[src/rtl/cpu_irq_claim_port.sv]
`timescale 1ns/1ps
module cpu_irq_claim_port #(
  parameter int NUM_SRC = 256
) (
  input  logic               clk,
  input  logic               rst_n,
  input  logic [NUM_SRC-1:0] pend_i,
  input  logic               reg_rd,
  input  logic [11:0]        reg_raddr,
  output logic [31:0]        reg_rdata,
  input  logic               reg_wr,
  input  logic [11:0]        reg_waddr,
  input  logic [31:0]        reg_wdata,
  output logic               irq_o,
  output logic               ipi_valid_o,
  output logic [7:0]         ipi_mask_o,
  output logic [3:0]         ipi_id_o
);
  localparam int ID_W = $clog2(NUM_SRC);
  localparam logic [11:0] A_CTRL  = 12'h000;
  localparam logic [11:0] A_SIG   = 12'h060;
  localparam logic [11:0] A_STAT  = 12'h068;
  localparam logic [11:0] A_CLAIM = 12'h06C;
  localparam logic [11:0] A_SETEN = 12'h0A0;
  localparam logic [11:0] A_CLREN = 12'h0A4;
  localparam logic [11:0] A_DONE  = 12'h0B4;
  localparam logic [9:0]  NO_ID   = 10'h3FF;

  logic               ctrl_en;
  logic [NUM_SRC-1:0] en_q, act_q, cand;
  logic [NUM_SRC-1:0] id_bit, take_bit;
  logic               hit, present, id_ok, take;
  logic [ID_W-1:0]    best, wid;
  logic [9:0]         cur_id;

  assign cand = pend_i & en_q & ~act_q;

  always_comb begin
    hit  = 1'b0;
    best = '0;
    for (int i = NUM_SRC - 1; i >= 0; i--) begin
      if (cand[i]) begin
        hit  = 1'b1;
        best = ID_W'(i);
      end
    end
  end

  assign present  = ctrl_en & hit;
  assign irq_o    = present;
  assign cur_id   = present ? 10'(best) : NO_ID;
  assign wid      = reg_wdata[ID_W-1:0];
  assign id_ok    = reg_wdata < 32'(NUM_SRC);
  assign id_bit   = id_ok ? (NUM_SRC'(1) << wid) : '0;
  assign take     = reg_rd && (reg_raddr == A_CLAIM) && present;
  assign take_bit = take ? (NUM_SRC'(1) << best) : '0;

  always_ff @(posedge clk or negedge rst_n) begin
    if (!rst_n) begin
      ctrl_en <= 1'b0;
      en_q    <= '0;
      act_q   <= '0;
    end else begin
      if (reg_wr && reg_waddr == A_CTRL)
        ctrl_en <= reg_wdata[0];
      if (reg_wr && reg_waddr == A_SETEN)
        en_q <= en_q | id_bit;
      else if (reg_wr && reg_waddr == A_CLREN)
        en_q <= en_q & ~id_bit;
      if (reg_wr && reg_waddr == A_DONE)
        act_q <= (act_q & ~id_bit) | take_bit;
      else
        act_q <= act_q | take_bit;
    end
  end

  always_ff @(posedge clk or negedge rst_n) begin
    if (!rst_n) begin
      reg_rdata <= '0;
    end else if (reg_rd) begin
      case (reg_raddr)
        A_CTRL:  reg_rdata <= {31'd0, ctrl_en};
        A_STAT:  reg_rdata <= {present, 21'd0, cur_id};
        A_CLAIM: reg_rdata <= {22'd0, cur_id};
        default: reg_rdata <= '0;
      endcase
    end
  end

  always_ff @(posedge clk or negedge rst_n) begin
    if (!rst_n) begin
      ipi_valid_o <= 1'b0;
      ipi_mask_o  <= '0;
      ipi_id_o    <= '0;
    end else begin
      ipi_valid_o <= reg_wr && reg_waddr == A_SIG && reg_wdata[15:8] != 8'd0;
      if (reg_wr && reg_waddr == A_SIG && reg_wdata[15:8] != 8'd0) begin
        ipi_mask_o <= reg_wdata[15:8];
        ipi_id_o   <= reg_wdata[3:0];
      end
    end
  end
endmodule


[config.mk]
export PLATFORM = sky130hd
export DESIGN_NAME = cpu_irq_claim_port
export DESIGN_NICKNAME = d
export VERILOG_FILES = /design/src/rtl/cpu_irq_claim_port.sv
export SDC_FILE = /design/constraint.sdc
export NUM_CORES = 2
export LEC_CHECK = 0
export ABC_AREA = 1
export BUFFER_PORTS_ARGS = -buffer_cell sky130_fd_sc_hd__buf_2
export CORE_MARGIN = 8
export CORE_UTILIZATION = 45
export DETAILED_ROUTE_END_ITERATION = 10
export HOLD_SLACK_MARGIN = 0.03
export PLACE_DENSITY = 0.67
export REMOVE_ABC_BUFFERS = 1
export SYNTH_ARGS = -nofsm -noshare
export SYNTH_HDL_FRONTEND = slang
export SYNTH_SLANG_ARGS = --single-unit
[constraint.sdc]
create_clock -name clk -period 12.5 [get_ports clk]
set_input_delay 1.25 -clock clk [delete_from_list [all_inputs] [get_ports clk]]
set_output_delay 1.25 -clock clk [all_outputs]
set_load 0.01 [all_outputs]
==> run summary <==
Status: complete, but fails checks
Failing checks: negative setup slack
Slew Limit Fails: 0
Post-synth top area cell: dfrtp_1
First-pass GRT wire length: 191.4 mm
Multi-input logic area: 0.01457 sq mm
Crit Path Max Fanout: 8
Die Area: 0.07609 sq mm
Gr usage total: 0.3324
Count leader, synth: nand2_1
Cts bufs inserted: 57
Synth top area share: 0.4415
I/O pin cnt: 362
Seq pwr share: 0.443
CTS tree: yes
Reg clk slew, reported paths: 60 ps
Final #Nets: 4927
Share of cells above drive strength 1: 0.1520
WHS: 474.8 ps
Critical path's most frequent cell: nand2_1
Clk root buf: clkbuf_16
Cell Rows: 95
Minimum clock period: 15880 ps
Synth Flop Type: dfrtp_1
H-tree depth: 2
Grt ovf: 0
DRC viols: 0
Combinational Power Share: 0.072
Die height: 275.8 um
DR iter-0 viols: 3814
Fill count: 6635
Antenna violations before repair: 0
Fmax: 0.06296 GHz
P&R area growth vs syn: 18.82%
Number of synthesized flops with an enable pin: 0
Synthesized area: 0.03038 sq mm
Routed Antenna Nets: 0
Required time of the critical path: 13060 ps
RSZ-0062 raised after global routing: true
Max_slew headroom: 0.1653
Final setup viols: 257
Max Cap Viol: 0
Register area share after synthesis: 0.4415
WL/cell: 23.38 um
Initial Utilization: 0.4532
Post-route setup TNS: -840770 ps
PortBufs: 340
Clock sink count: 536
Synth Area per Inst: 7.104 sq um
CTS Hold Bufs: 0
PD cells: 108.4 mW/mm^2
Async SR Flop Fraction: 1.000
Max VDD drop: 0.1142 mV
Clk pwr share: 0.485
Tightest Pin Transition: 1252 ps
Vias in the first global route: 30400
N_diodes: 0
Global placer's final weighted congestion: 1.042
Final WL: 129.3 mm
Die X: 275.8 um
Synth top cells by count: nand2_1 (1159), o21ai_0 (708), nor2_1 (543), dfrtp_1 (536), inv_1 (428)
Drt first pass iters: 6
Cell variety after synth: 41
CP Launch Type: input port
Switching part of the total: 0.2433
Fin worst setup slack: -3383 ps
Top post-synthesis cells by area: dfrtp_1 (44%), nand2_1 (14%), o21ai_0 (12%)
Leak: 18.52 nW
Worst skew pair latency: 640 ps
Register area: 0.01341 sq mm
Vias: 32010
Cell count after synthesis: 4277
CORE AREA: 0.06704 sq mm
Post-DP HPWL: 91.38 mm
Clock Skews: 35.89 ps
Final Cycle Share: 1.271
Crit end category: flip-flop
CP Class: in2reg
Largest net degree at the start of global routing: 168
Synth Warn #: 0
CTS max path bufs: 3
Final hold viol count: 0
Arrival @ worst endpoint: 16440 ps
Min-Delay Path Class: reg2reg
CP max stage cell: buf_6
Post-synthesis sequential element count: 536
Pint: 2.961 mW
Slowest cell delay on critical path: 180 ps
Net Switching: 0.9520 mW
Post-DR vias/cell: 5.788
power groups by stage:
| stage | logic [mW] | clock network, mW | registers, mW |
|---|---|---|---|
| 5_1_grt | 0.299 | 1.97 | 1.73 |
| 3_5_place_dp | 0.270 | 0 | 1.77 |
| 3_3_place_gp | 0.271 | 0 | 1.77 |
| 4_1_cts | 0.277 | 1.91 | 1.74 |
| 6_report | 0.280 | 1.90 | 1.74 |
| 2_1_floorplan | 0.0866 | 0 | 1.77 |
logic make-up (layout without fill, tap and decap cells):
| family | count (synthesis) | after routing | synth area share |
|---|---|---|---|
| and+or+nand+nor | 2245 | 2245 | 0.3283 |
| AOI/OAI and AO/OA | 768 | 768 | 0.1300 |
| buffers and inverters | 690 | 1050 | 0.08796 |
| DFF | 536 | 536 | 0.4415 |
| muxes | 37 | 37 | 0.01219 |
| other | 1 | 21 | 0.0001234 |
cell type report:
| class | count | share of cell area |
|---|---|---|
| clock buffer | 76 | 0.04544 |
| clock inverter | 29 | 0.01196 |
| inverter | 435 | 0.04551 |
| multi-input combinational | 3071 | 0.4035 |
| sequential | 536 | 0.3715 |
| tap | 873 | 0.03026 |
| timing repair buffer | 510 | 0.09181 |
per-layer routing:
metal  global-route usage  up-vias  routed length, um
met2               0.5084     1690              57430
met1               0.4496    15330              51520
li1                     -    14650                  -
met4               0.1673        0               7539
met5                    0        -                  0
met3              0.06201      339              12800
worst max-delay path: cells and delay by family:
kind | cells | cell delay (ps)
simple gates | 260 | 14560
buf+inv | 4 | 520
placed cells by master (no fill, tap or decap), types with 37 or more instances in the layout:
cell type and instances:
mux2i_1 37, nor2_1 540, nand3_1 66, nor3_1 99, clkbuf_16 59, inv_1 425, buf_4 129, dfrtp_1 536
o21ai_0 708, nand4_1 293, buf_2 338, nand2_1 1125
final timing paths:
| path | start | to | slack, ps | depth (start not counted) |
|---|---|---|---|---|
| worst max-delay path | pend_i[255] | act_q[93]$_DFF_PN0_ | -3380 | 264 |
| worst min-delay path | ipi_mask_o[1]$_DFFE_PN0P_ | ipi_mask_o[1]$_DFFE_PN0P_ | 470 | 2 |
| worst max register to register | act_q[255]$_DFF_PN0_ | act_q[93]$_DFF_PN0_ | -3100 | 262 |
| worst min register to register | ipi_mask_o[1]$_DFFE_PN0P_ | ipi_mask_o[1]$_DFFE_PN0P_ | 470 | 2 |
| max in group asynchronous | rst_n | asynchronous set/reset pin | 9520 | 3 |
| min in group asynchronous | rst_n | act_q[230]$_DFF_PN0_ | 610 | 1 |
timing repair:
action / CTS / global route
pin swaps: 22 / 45
endpoints found under the setup margin: 257 / 258
gates resized for setup: 47 / 18
setup buffers: 8 / 3
metrics by stage:
step | util | worst slack (ps) | power (mW) | cell area [sq um] | std cells
CTS | 0.5380 | -3135 | 3.921 | 36070 | 5531
finish | 0.5385 | -3383 | 3.913 | 36100 | 5530
global placement | 0.5038 | -4252 | 2.038 | 33770 | 5419
floorplan | - | -466.1 | 1.854 | 29420 | 4042
detailed placement | 0.5038 | -4244 | 2.037 | 33770 | 5419
global route | 0.5385 | -5391 | 4.001 | 36100 | 5530
(Power assumes the default switching activity.)
